**src/rtl/comp_pwm_pkg.sv**
```systemverilog
package comp_pwm_pkg;

  // What a leg drives before registering
  typedef enum logic [1:0] {
    SRC_ZERO   = 2'd0,  // constant low
    SRC_POL    = 2'd1,  // its own polarity bit (inactive level)
    SRC_REF    = 2'd2,  // raw reference XOR polarity
    SRC_SHAPED = 2'd3   // dead-time shaped level XOR polarity
  } leg_src_e;

  typedef struct packed {
    leg_src_e src;
    logic     oe;
  } leg_ctl_t;

  localparam int unsigned LEG_MAIN = 0;
  localparam int unsigned LEG_COMP = 1;
  localparam int unsigned NUM_LEGS = 2;

endpackage

```
**src/rtl/comp_pwm_dt_gen.sv**
```systemverilog
module comp_pwm_dt_gen #(
  parameter int unsigned DT_W = 8
) (
  input  logic            clk,
  input  logic            rst,
  input  logic            ref_i,
  input  logic [DT_W-1:0] dt_count,
  output logic            shaped_main,
  output logic            shaped_comp
);

  localparam logic [DT_W-1:0] CNT_ZERO = '0;
  localparam logic [DT_W-1:0] CNT_ONE  = {{(DT_W-1){1'b0}}, 1'b1};

  logic            ref_q;
  logic [DT_W-1:0] cnt_q;
  logic [DT_W-1:0] cnt_d;
  logic            edge_seen;
  logic            gate_open;

  assign edge_seen = (ref_i != ref_q);

  always_comb begin
    if (edge_seen)
      cnt_d = dt_count;
    else if (cnt_q != CNT_ZERO)
      cnt_d = cnt_q - CNT_ONE;
    else
      cnt_d = CNT_ZERO;
  end

  assign gate_open   = (cnt_d == CNT_ZERO);
  assign shaped_main = ref_i  & gate_open;
  assign shaped_comp = ~ref_i & gate_open;

  always_ff @(posedge clk) begin
    if (rst) begin
      ref_q <= 1'b0;
      cnt_q <= CNT_ZERO;
    end else begin
      ref_q <= ref_i;
      cnt_q <= cnt_d;
    end
  end

  // each reference edge reloads the dead-time counter
  a_r8_load_on_edge: assert property (@(posedge clk) disable iff (rst)
    (ref_i != ref_q) |=> (cnt_q == $past(dt_count)));

  // with no edge and an empty counter, the counter stays empty
  a_r9_idle_counter: assert property (@(posedge clk) disable iff (rst)
    (ref_i == ref_q && cnt_q == CNT_ZERO) |=> (cnt_q == CNT_ZERO || ref_q != $past(ref_q)));

endmodule

```
**src/rtl/comp_pwm_mode_table.sv**
```systemverilog
module comp_pwm_mode_table
  import comp_pwm_pkg::*;
(
  input  logic     out_en,
  input  logic     run_off_sel,
  input  logic     main_en,
  input  logic     comp_en,
  output leg_ctl_t main_ctl,
  output leg_ctl_t comp_ctl
);

  leg_ctl_t unused_ctl;

  always_comb begin
    // a leg that is switched off: inactive level kept driven only in run off-state mode
    unused_ctl.src = run_off_sel ? SRC_POL : SRC_ZERO;
    unused_ctl.oe  = run_off_sel;

    main_ctl = '{src: SRC_ZERO, oe: 1'b0};
    comp_ctl = '{src: SRC_ZERO, oe: 1'b0};

    if (out_en) begin
      unique case ({main_en, comp_en})
        2'b11: begin
          main_ctl = '{src: SRC_SHAPED, oe: 1'b1};
          comp_ctl = '{src: SRC_SHAPED, oe: 1'b1};
        end
        2'b10: begin
          main_ctl = '{src: SRC_REF, oe: 1'b1};
          comp_ctl = unused_ctl;
        end
        2'b01: begin
          main_ctl = unused_ctl;
          comp_ctl = '{src: SRC_REF, oe: 1'b1};
        end
        default: begin
          main_ctl = '{src: unused_ctl.src, oe: 1'b0};
          comp_ctl = '{src: unused_ctl.src, oe: 1'b0};
        end
      endcase
    end
  end

endmodule

```
**src/rtl/comp_pwm_leg.sv**
```systemverilog
module comp_pwm_leg
  import comp_pwm_pkg::*;
(
  input  logic     clk,
  input  logic     rst,
  input  leg_ctl_t ctl,
  input  logic     pol,
  input  logic     raw_lvl,
  input  logic     shaped_lvl,
  output logic     lvl_o,
  output logic     oe_o
);

  logic lvl_d;

  always_comb begin
    unique case (ctl.src)
      SRC_ZERO:   lvl_d = 1'b0;
      SRC_POL:    lvl_d = pol;
      SRC_REF:    lvl_d = raw_lvl ^ pol;
      SRC_SHAPED: lvl_d = shaped_lvl ^ pol;
      default:    lvl_d = 1'b0;
    endcase
  end

  always_ff @(posedge clk) begin
    if (rst) begin
      lvl_o <= 1'b0;
      oe_o  <= 1'b0;
    end else begin
      lvl_o <= lvl_d;
      oe_o  <= ctl.oe;
    end
  end

  // a disabled leg that is told to sit at zero shows zero on the next cycle
  a_r2_zero_src: assert property (@(posedge clk) disable iff (rst)
    (ctl.src == SRC_ZERO) |=> (lvl_o == 1'b0));

endmodule

```
**src/rtl/comp_pwm_stage.sv**
```systemverilog
module comp_pwm_stage
  import comp_pwm_pkg::*;
#(
  parameter int unsigned DT_W = 8
) (
  input  logic            clk,
  input  logic            rst,
  input  logic            ref_i,
  input  logic            out_en,
  input  logic            run_off_sel,
  input  logic            main_en,
  input  logic            comp_en,
  input  logic            main_pol,
  input  logic            comp_pol,
  input  logic [DT_W-1:0] dt_count,
  output logic            main_o,
  output logic            main_oe,
  output logic            comp_o,
  output logic            comp_oe
);

  logic     shaped_main;
  logic     shaped_comp;
  leg_ctl_t main_ctl;
  leg_ctl_t comp_ctl;

  leg_ctl_t             leg_ctl [NUM_LEGS];
  logic [NUM_LEGS-1:0]  leg_pol;
  logic [NUM_LEGS-1:0]  leg_raw;
  logic [NUM_LEGS-1:0]  leg_shaped;
  logic [NUM_LEGS-1:0]  leg_lvl;
  logic [NUM_LEGS-1:0]  leg_oe;

  comp_pwm_dt_gen #(.DT_W(DT_W)) u_dt_gen (
    .clk         (clk),
    .rst         (rst),
    .ref_i       (ref_i),
    .dt_count    (dt_count),
    .shaped_main (shaped_main),
    .shaped_comp (shaped_comp)
  );

  comp_pwm_mode_table u_mode_table (
    .out_en      (out_en),
    .run_off_sel (run_off_sel),
    .main_en     (main_en),
    .comp_en     (comp_en),
    .main_ctl    (main_ctl),
    .comp_ctl    (comp_ctl)
  );

  assign leg_ctl[LEG_MAIN]    = main_ctl;
  assign leg_ctl[LEG_COMP]    = comp_ctl;
  assign leg_pol[LEG_MAIN]    = main_pol;
  assign leg_pol[LEG_COMP]    = comp_pol;
  // both legs take the reference uninverted in single-leg modes
  assign leg_raw[LEG_MAIN]    = ref_i;
  assign leg_raw[LEG_COMP]    = ref_i;
  assign leg_shaped[LEG_MAIN] = shaped_main;
  assign leg_shaped[LEG_COMP] = shaped_comp;

  for (genvar g = 0; g < NUM_LEGS; g++) begin : g_leg
    comp_pwm_leg u_leg (
      .clk        (clk),
      .rst        (rst),
      .ctl        (leg_ctl[g]),
      .pol        (leg_pol[g]),
      .raw_lvl    (leg_raw[g]),
      .shaped_lvl (leg_shaped[g]),
      .lvl_o      (leg_lvl[g]),
      .oe_o       (leg_oe[g])
    );
  end

  assign main_o  = leg_lvl[LEG_MAIN];
  assign main_oe = leg_oe[LEG_MAIN];
  assign comp_o  = leg_lvl[LEG_COMP];
  assign comp_oe = leg_oe[LEG_COMP];

  // global enable low forces everything low and disabled
  a_r1_global_off: assert property (@(posedge clk) disable iff (rst)
    !out_en |=> (!main_o && !main_oe && !comp_o && !comp_oe));

  // never both legs active while both drive
  a_r10_no_overlap: assert property (@(posedge clk) disable iff (rst)
    (main_oe && comp_oe) |-> !((main_o != main_pol) && (comp_o != comp_pol)
                               && $stable(main_pol) && $stable(comp_pol)));

  // off-state select with no channel enabled parks each leg at its polarity
  a_r5_park_pol: assert property (@(posedge clk) disable iff (rst)
    (out_en && run_off_sel && !main_en && !comp_en)
      |=> (main_o == $past(main_pol) && comp_o == $past(comp_pol) && !main_oe && !comp_oe));

  // with both legs on, a low reference turns the main leg inactive at once
  a_r8_fall_at_once: assert property (@(posedge clk) disable iff (rst)
    (out_en && main_en && comp_en && !ref_i) |=> (main_o == $past(main_pol) && main_oe));

endmodule

```
**config.mk**
```make
export PLATFORM = sky130hd
export DESIGN_NAME = comp_pwm_stage
export DESIGN_NICKNAME = d
export VERILOG_FILES = /design/src/rtl/comp_pwm_pkg.sv /design/src/rtl/comp_pwm_dt_gen.sv /design/src/rtl/comp_pwm_mode_table.sv /design/src/rtl/comp_pwm_leg.sv /design/src/rtl/comp_pwm_stage.sv
export SDC_FILE = /design/constraint.sdc
export NUM_CORES = 1
export LEC_CHECK = 0
export ABC_AREA = 1
export ABC_CLOCK_PERIOD_IN_PS = 1450
export BUFFER_PORTS_ARGS = -buffer_cell sky130_fd_sc_hd__buf_2
export CAP_MARGIN = 5
export CORE_UTILIZATION = 38
export DETAILED_ROUTE_END_ITERATION = 6
export GPL_ROUTABILITY_DRIVEN = 0
export GPL_TIMING_DRIVEN = 1
export PLACE_DENSITY = 0.73
export SYNTH_ARGS = -nofsm -noshare
export SYNTH_HDL_FRONTEND = slang
export SYNTH_SLANG_ARGS = --single-unit
```
**constraint.sdc**
```tcl
create_clock -name clk -period 1.45 [get_ports clk]
set_input_delay 0.435 -clock clk [delete_from_list [all_inputs] [get_ports clk]]
set_output_delay 0.435 -clock clk [all_outputs]
set_load 0.05 [all_outputs]
```
==> metrics.sh, run 1 <==
TIMING_WORST_SLEW_PIN_VALUE_NS=0.3033
RUN_STATUS='finished, violations left'
SEQUENTIAL_CELL_AREA_UM2=264.0
CLOCK_SINKS=13
FINAL_CLOCK_SKEW_NS=0.01922
ASYNC_FLOP_SHARE=0
NUMCTSBUFFERS=3
WORSTSETUPSTARTPOINTTYPE='register'
FIRST_GLOBAL_VIAS=840
SYNTHCELLS=131
LAYOUT_MIN_CYCLE_TIME_NS=1.591
WORST-PATH-STAGES=13
FINAL.PERIOD_UTILIZATION=1.098
DRT_WL_TOTAL_UM=2032
CLOCK_TREE.BUFFER_DEPTH=2
CRITICAL_PATH_CLASS='reg -> reg'
FIN_UTIL=0.5711
VIAS=884
CRITICAL_PATH.ENDPOINT_TYPE='register'
FP-ROW-COUNT=16
GLOBALROUTETOTALUTIL=0.1868
WORST_HOLD_PATH.NUM_CELLS=3
SYNTHTOPCELLSBYAREA='sky130_fd_sc_hd__dfxtp_1 (31%), sky130_fd_sc_hd__nand2_1 (14%), sky130_fd_sc_hd__nor2_1 (9.3%), sky130_fd_sc_hd__inv_1 (8.8%), sky130_fd_sc_hd__nand3_2 (5.9%)'
INITIAL_UTIL=0.4167
CRITICAL_PATH.MAX_STAGE_DELAY_NS=0.34
CP_DATA_ARRIVAL_TIME_NS=1.79
NETSWITCHINGPOWER_uW=435.5
MAXSLEWVIOLCOUNT=0
FINISH.INSTANCE_AREA_MM2=0.001166
SYNTH-SEQ-CELLS=13
IR_WORST_VDD_V=0.0006278
TRITONCTS='done'
VIOLATED_CHECKS='negative setup slack'
COUNT_OF_FLIP_FLOPS_WITH_A_BUILT_IN_ENABLE_AFTER_SYNTHESIS=0
DIE_H_UM=49.32
PLACED_INSTANCES=192
INSERTEDDIODECOUNT=0
IO_BUFFER_COUNT=20
DIE_W_UM=49.32
POST-SYNTH-TOP-AREA-CELL='sky130_fd_sc_hd__dfxtp_1'
REG2REG_SETUP_SLACK_NS=-0.14
BUFFERS_AND_INVERTERS_ON_THE_WORST_PATH=1
HP-CLASS='in -> reg'
CTSROOTBUFFERMASTER='sky130_fd_sc_hd__clkbuf_4'
MULTI_INPUT_AREA_UM2=544.3
CRITPATHTOPFAMILY='simple AND/OR/NAND/NOR gates'
POST_SYNTH_INSTANCE_AREA_UM2=850.8
DRT_DRC_VIOLATIONS_LEFT=0
AVERAGE_FOOTPRINT_OF_A_SYNTHESIZED_CELL_UM2=6.495
POWER_REPORT.INTERNAL_TOTAL_uW=699.2
SYNTH.NET_COUNT=149
GRT_MAX_DEGREE=13
TIMING.RR.START='u_dt_gen.cnt_q[1]'
GLOBAL_ROUTE_WIRE_LENGTH_BEFORE_REPAIR_UM=3456
POWER.LEAKAGE_uW=0.0006180
CRITPATHSLOWESTCELL='sky130_fd_sc_hd__dfxtp_2'
SYNTH_CELL_TYPE_COUNT=21
VIAS_PER_CELL=4.510
CLOCK.FMAX_MHz=628.4
HPWLAFTERDP_UM=1606
SYNTH_WARNINGS=0
WORSTSETUPSTARTPOINT='u_dt_gen.cnt_q[1]'
SETUP_WS_FINAL_NS=-0.1415
SEQUENTIAL_GROUP_SHARE_OF_TOTAL_POWER=0.365
NUMBER_OF_H_TREE_BRANCHING_LEVELS=1
HOLD_PATH.STARTPOINT='main_pol'
SYNTH_TOP_AREA_FRAC=0.3059
SETUP-VIOLATIONS-FINAL=2
FLOORPLAN.CORE_AREA_MM2=0.002042
NUMBER_OF_DRC_VIOLATIONS_AFTER_DETAILED_ROUTING_ITERATION_0=10
FIN_SETUP_TNS_NS=-0.2577
POWER.DENSITY_mW_PER_MM2=973.1
DETAIL_ROUTE.WL_PER_CELL_UM=10.37
IOPINCOUNT=21
FIN_CELLS=196
CLOCKPOWERSHARE=0.210
ROUTE.ANTENNA.REMAINING_NETS=0
POST_SYNTH_MOST_FREQUENT_CELLS='sky130_fd_sc_hd__nand2_1 (31), sky130_fd_sc_hd__nor2_1 (21), sky130_fd_sc_hd__inv_1 (20)'
DESIGN.FINAL.NETS=188
DIEAREA_MM2=0.002432
GRT_SETUP_UNREPAIRED='yes'
WORST_PATH_CELL_TRACE='inv_2 -> ha_4 -> nand2_4 -> nor2_8 -> nor2_4 -> nand2_2 -> nand3_2 -> nor2_2 -> nand3_2 -> nand2_1 -> nand3_1 -> nand2_1 -> nor2_1'
CLKTRANSATPATHREGS_NS=0.10
FILLER_CELL_COUNT=221
GLOBALROUTEOVERFLOWTOTAL=0
POSTPLACECELLAREA_MM2=0.001111
YS.FLOP_TYPE='sky130_fd_sc_hd__dfxtp_1'
RATIO_OF_CELLS_WITH_DRIVE_ABOVE_1_IN_THE_FINAL_LAYOUT=0.4201
AREA_ADDED_BETWEEN_SYNTHESIS_AND_FINISH_PCT=37.06
HOLD-WORST-SLACK_NS=0.4076
SHARE_OF_THE_YOSYS_CHIP_AREA_BELONGING_TO_REGISTERS=0.3059
REG2REG_DEPTH=13
POWER_SWITCHING_SHARE=0.3838
DRTPASS1ITERATIONS=4
POST-SYNTH-TOP-COUNT-CELL='sky130_fd_sc_hd__nand2_1'
POSTCTSSETUPBUFFERS=0
CRITICAL_PATH.MAX_FANOUT=5
WORSTPATHREQUIRED_NS=1.65
CLOCK_LATENCY_OF_THE_LATER_CLOCKED_REGISTER_IN_THE_WORST_SKEW_PAIR_NS=0.29
HOLD_VIOLATIONS=0
DRV.MAX_CAP_VIOLATION_COUNT=0
P_COMB_FRAC=0.425
GRT_ANTENNA_BEFORE_REPAIR=0
TIMING.MAX_SLEW.REL_SLACK=0.7962
power groups by stage:
stage	registers [µW]	clock network (µW)	logic (µW)
after global placement	414	0	453
after detailed placement	416	0	463
after floorplan	431	0	292
after CTS	412	234	470
after global routing	418	254	538
final	414	238	482
layout make-up:
| cell class | count | area share |
|---|---|---|
| timing repair buffer | 35 | 0.1824 |
| multi-input combinational | 95 | 0.4667 |
| clock buffer | 4 | 0.02253 |
| inverter | 22 | 0.07296 |
| tap | 27 | 0.02897 |
| sequential | 13 | 0.2264 |
timing repair:
action,in CTS,in global routing
setup endpoints to repair,2,3
hold buffers,0,0
gates resized for setup,5,10
pin swaps,3,4
endpoints found under the hold margin,0,0
routing by layer:
| layer | global-route usage | vias up | share of wire |
|---|---|---|---|
| li1 | - | 484 | - |
| met1 | 0.2429 | 382 | 0.46 |
| met2 | 0.3196 | 16 | 0.51 |
| met3 | 0.01869 | 2 | 0.025 |
| met4 | 0.05882 | 0 | 0.012 |
| met5 | 0 | - | 0 |
worst min-delay path, delay by kind of cell:
| family | cells | cell delay (ns) |
|---|---|---|
| AND/OR/NAND/NOR | 1 | 0.08 |
| buffers and inverters | 1 | 0.10 |
| AO/OA/AOI/OAI | 1 | 0.03 |
final timing paths:
path | end
max reg2reg | g_leg[1].u_leg.lvl_o
min | g_leg[0].u_leg.lvl_o
min reg2reg | u_dt_gen.cnt_q[7]
max | g_leg[1].u_leg.lvl_o
state kept, by name, summed over array words and instances, names as in the netlist:
register and flops:
g_leg.u_leg.oe_o 2, u_dt_gen.ref_q 1, u_dt_gen.cnt_q 8, g_leg.u_leg.lvl_o 2
cell usage in the layout, fill, tap and decap left out, types with 4 or more instances in the layout:
cell	synthesis	layout
sky130_fd_sc_hd__nand2_2	5	5
sky130_fd_sc_hd__nor2_4	3	4
sky130_fd_sc_hd__buf_2	0	20
sky130_fd_sc_hd__nand2_1	31	30
sky130_fd_sc_hd__a21oi_1	8	6
sky130_fd_sc_hd__dfxtp_1	13	10
sky130_fd_sc_hd__nor2_2	3	6
sky130_fd_sc_hd__nor2_1	21	17
sky130_fd_sc_hd__inv_1	20	18
sky130_fd_sc_hd__buf_4	0	15
sky130_fd_sc_hd__nand3_2	5	5
sky130_fd_sc_hd__nand3_1	6	6
stage by stage:
stage | setup WS [ns] | total power, µW
after floorplan | 0.006014 | 723.1
after global placement | -0.1823 | 866.8
after detailed placement | -0.2221 | 879.1
after CTS | -0.1069 | 1116
after global routing | -0.2395 | 1210
final | -0.1415 | 1135
kinds of logic (layout without fill, tap and decap cells):
family          after synthesis  in the layout  share of synthesized area
fa+ha+maj                     1              1                    0.01470
simple gates                 79             79                     0.4780
flops                        13             13                     0.3059
buf+inv                      23             61                     0.1044
compound gates               15             15                    0.09706
Note: power is estimated with default switching activity, not from simulation.
==> inputs of run 2 (changes only) <==
ABC_CLOCK_PERIOD_IN_PS = 1800   (was 1450)
PLACE_DENSITY = 0.71   (was 0.73)
clock period = 1.8 ns   (was 1.45 ns; I/O delays follow)
==> run 2 against run 1 <==
Compared with the run above: the flow now finishes without violations; routed wire length fell by 13%; non-clock buffer count fell by 13; critical path depth did not move; sequential share of layout area rose by 2.5 points; global-route usage fell by 2.4 points; clock skew fell by 0.0067 ns; setup slack improved by 0.33 ns; clock power fell by 24%; power fell by 27%; register-to-register slack improved by 0.33 ns; sequential power fell by 21%; via count fell by 3.8%; critical path type unchanged; largest cell class unchanged.
==> metrics.sh, run 2 (synthesis gave the netlist of run 1 again) <==
CLOCK_SINKS=13
SETUP-VIOLATIONS-FINAL=0
DIE_H_UM=49.32
WORSTSETUPSTARTPOINTTYPE='register'
RUN_STATUS='completed'
LAYOUT_MIN_CYCLE_TIME_NS=1.615
REG2REG_DEPTH=13
DESIGN.FINAL.NETS=175
NUMCTSBUFFERS=3
POWER_REPORT.INTERNAL_TOTAL_uW=514.1
FIN_CELLS=183
INITIAL_UTIL=0.4167
FP-ROW-COUNT=16
GRT_ANTENNA_BEFORE_REPAIR=0
CRITICAL_PATH.ENDPOINT_TYPE='register'
MET3_USAGE=0.02804
TIMING.RR.START='u_dt_gen.cnt_q[0]'
DRV.MAX_CAP_VIOLATION_COUNT=0
NETSWITCHINGPOWER_uW=314.0
DRTPASS1ITERATIONS=4
FINAL_CLOCK_SKEW_NS=0.01254
GRT_SETUP_UNREPAIRED='no'
POWER.DENSITY_mW_PER_MM2=800.3
FLOORPLAN.CORE_AREA_MM2=0.002042
TIMING_WORST_SLEW_PIN_VALUE_NS=0.2537
WORSTPATHREQUIRED_NS=1.96
FINISH.INSTANCE_AREA_MM2=0.001035
MOSTFREQUENTLAYOUTCELLS='sky130_fd_sc_hd__nand2_1 (31), sky130_fd_sc_hd__nor2_1 (21), sky130_fd_sc_hd__inv_1 (20), sky130_fd_sc_hd__buf_2 (20), sky130_fd_sc_hd__dfxtp_1 (13)'
POST_CTS_HOLD_FIX_BUFS=0
RR_ENDPOINT='g_leg[1].u_leg.lvl_o'
DETAIL_ROUTE.WL_PER_CELL_UM=9.634
WORST_HOLD_PATH.NUM_CELLS=3
PLACED_INSTANCES=179
TRITONCTS='done'
GRT_MAX_DEGREE=13
REG2REG_SETUP_SLACK_NS=0.18
GLOBALROUTEOVERFLOWTOTAL=0
REGISTERS.TOP_BY_FF_COUNT='u_dt_gen.cnt_q'
RATIO_OF_CELLS_WITH_DRIVE_ABOVE_1_IN_THE_FINAL_LAYOUT=0.2949
AREA_ADDED_BETWEEN_SYNTHESIS_AND_FINISH_PCT=21.62
DP_WORST_SETUP_SLACK_NS=0.009441
CLOCK.FMAX_MHz=619.1
FIRST_GLOBAL_VIAS=805
POSTCTSSETUPBUFFERS=0
USE_MET1=0.1884
HP-CLASS='in -> reg'
CP_DATA_ARRIVAL_TIME_NS=1.78
BUFFERS_AND_INVERTERS_ON_THE_WORST_PATH=1
P_COMB_FRAC=0.383
DIEAREA_MM2=0.002432
IR_WORST_VDD_V=0.0004174
CRITPATHSLOWESTCELL='sky130_fd_sc_hd__dfxtp_1'
TIMING.MAX_SLEW.REL_SLACK=0.8321
SETUP_WS_FINAL_NS=0.1847
DRT_DRC_VIOLATIONS_LEFT=0
DIE_W_UM=49.32
CTS_REPAIR_RESIZE_COUNT=0
GLOBAL_ROUTE.USAGE.MET2=0.2945
VIAS_PER_CELL=4.645
GLOBAL_ROUTE_WIRE_LENGTH_BEFORE_REPAIR_UM=3125
CRITICAL_PATH_CLASS='reg -> reg'
POWER_SWITCHING_SHARE=0.3792
CRITICAL_PATH.MAX_FANOUT=5
LARGEST_REGISTER_FF_COUNT=8
GLOBALROUTETOTALUTIL=0.1629
CTSROOTBUFFERMASTER='sky130_fd_sc_hd__clkbuf_4'
POSTPLACECELLAREA_UM2=996.0
GLOBALROUTE.BUSIESTLAYER='met2'
POWER_uW=828.1
CRITPATHTOPFAMILY='simple AND/OR/NAND/NOR gates'
FIN_SETUP_TNS_NS=0
NUMBER_OF_DRC_VIOLATIONS_AFTER_DETAILED_ROUTING_ITERATION_0=12
SEQUENTIAL_GROUP_SHARE_OF_TOTAL_POWER=0.397
CRITICAL_PATH.MAX_STAGE_DELAY_NS=0.31
IOPINCOUNT=21
HOLD_VIOLATIONS=0
IO_BUFFER_COUNT=20
WORST_PATH_CELL_TRACE='inv_1 -> ha_4 -> nand2_2 -> nor2_8 -> nor2_1 -> nor2_4 -> nand3_2 -> nor2_2 -> nand3_2 -> nand2_1 -> nand3_1 -> nand2_1 -> nor2_1'
INSERTEDDIODECOUNT=0
CLOCKPOWERSHARE=0.220
CLOCK_TREE.BUFFER_DEPTH=2
REG.LARGEST.LIST='u_dt_gen.cnt_q: 8 flops, g_leg.u_leg.lvl_o: 2 flops, g_leg.u_leg.oe_o: 2 flops'
MIN_TO='g_leg[0].u_leg.lvl_o'
HPWLAFTERDP_UM=1480
HOLD_PATH.STARTPOINT='main_pol'
MAXSLEWVIOLCOUNT=0
DRT_WL_TOTAL_UM=1763
NUMBER_OF_H_TREE_BRANCHING_LEVELS=1
VIAS=850
POWER.LEAKAGE_uW=0.0005495
LAYOUT_COMMONEST_CELL='sky130_fd_sc_hd__nand2_1'
ROUTE.ANTENNA.REMAINING_NETS=0
CLKTRANSATPATHREGS_NS=0.09
FINAL.PERIOD_UTILIZATION=0.8974
CLOCK_LATENCY_OF_THE_LATER_CLOCKED_REGISTER_IN_THE_WORST_SKEW_PAIR_NS=0.28
run 2: cell count changes in the layout (fill, tap and decap cells not counted), sizes merged:
cell,previous run,this run
buf,35,22
run 2: worst max-delay path by stage:
| stage | start | to | slack, ns | cells after the start |
|---|---|---|---|---|
| final | u_dt_gen.cnt_q[0] | g_leg[1].u_leg.lvl_o | 0.18 | 13 |
| after CTS | u_dt_gen.cnt_q[1] | g_leg[1].u_leg.lvl_o | 0.09 | 10 |
| after floorplan | ref_i | g_leg[0].u_leg.lvl_o | 0.23 | 12 |
| after global placement | ref_i | g_leg[0].u_leg.lvl_o | 0.03 | 13 |
| after global routing | u_dt_gen.cnt_q[0] | g_leg[0].u_leg.lvl_o | 0.008 | 13 |
| after detailed placement | ref_i | g_leg[0].u_leg.lvl_o | 0.009 | 13 |
run 2: cell type report:
cell class,count,area [µm²]
clock buffer,4,26.28
fill,215,1007
inverter,22,85.08
multi-input combinational,95,514.2
sequential,13,260.3
tap,27,33.78
timing repair buffer,22,115.1
run 2: stage by stage:
step | hold WS, ns | util
5_1_grt | 0.5154 | 0.5067
3_3_place_gp | 0.6033 | 0.4877
6_report | 0.5088 | 0.5067
2_1_floorplan | 0.5285 | -
4_1_cts | 0.5012 | 0.5006
3_5_place_dp | 0.6082 | 0.4877
run 2: worst min-delay path, stage by stage:
cell and delay, ns:
sky130_fd_sc_hd__buf_2 0.09, sky130_fd_sc_hd__a21oi_1 0.04, sky130_fd_sc_hd__nor2_1 0.08
run 2: layer usage:
metal,part of all wire,vias to the layer above
li1,-,459
met1,0.44,367
met2,0.49,22
met3,0.058,2
met4,0.0074,0
met5,0,-
run 2: power groups by stage:
stage | clock [µW] | sequential [µW] | combinational [µW]
global route | 204 | 332 | 359
floorplan | 0 | 347 | 223
finish | 182 | 329 | 317
global placement | 0 | 335 | 303
detailed placement | 0 | 335 | 307
CTS | 189 | 328 | 309
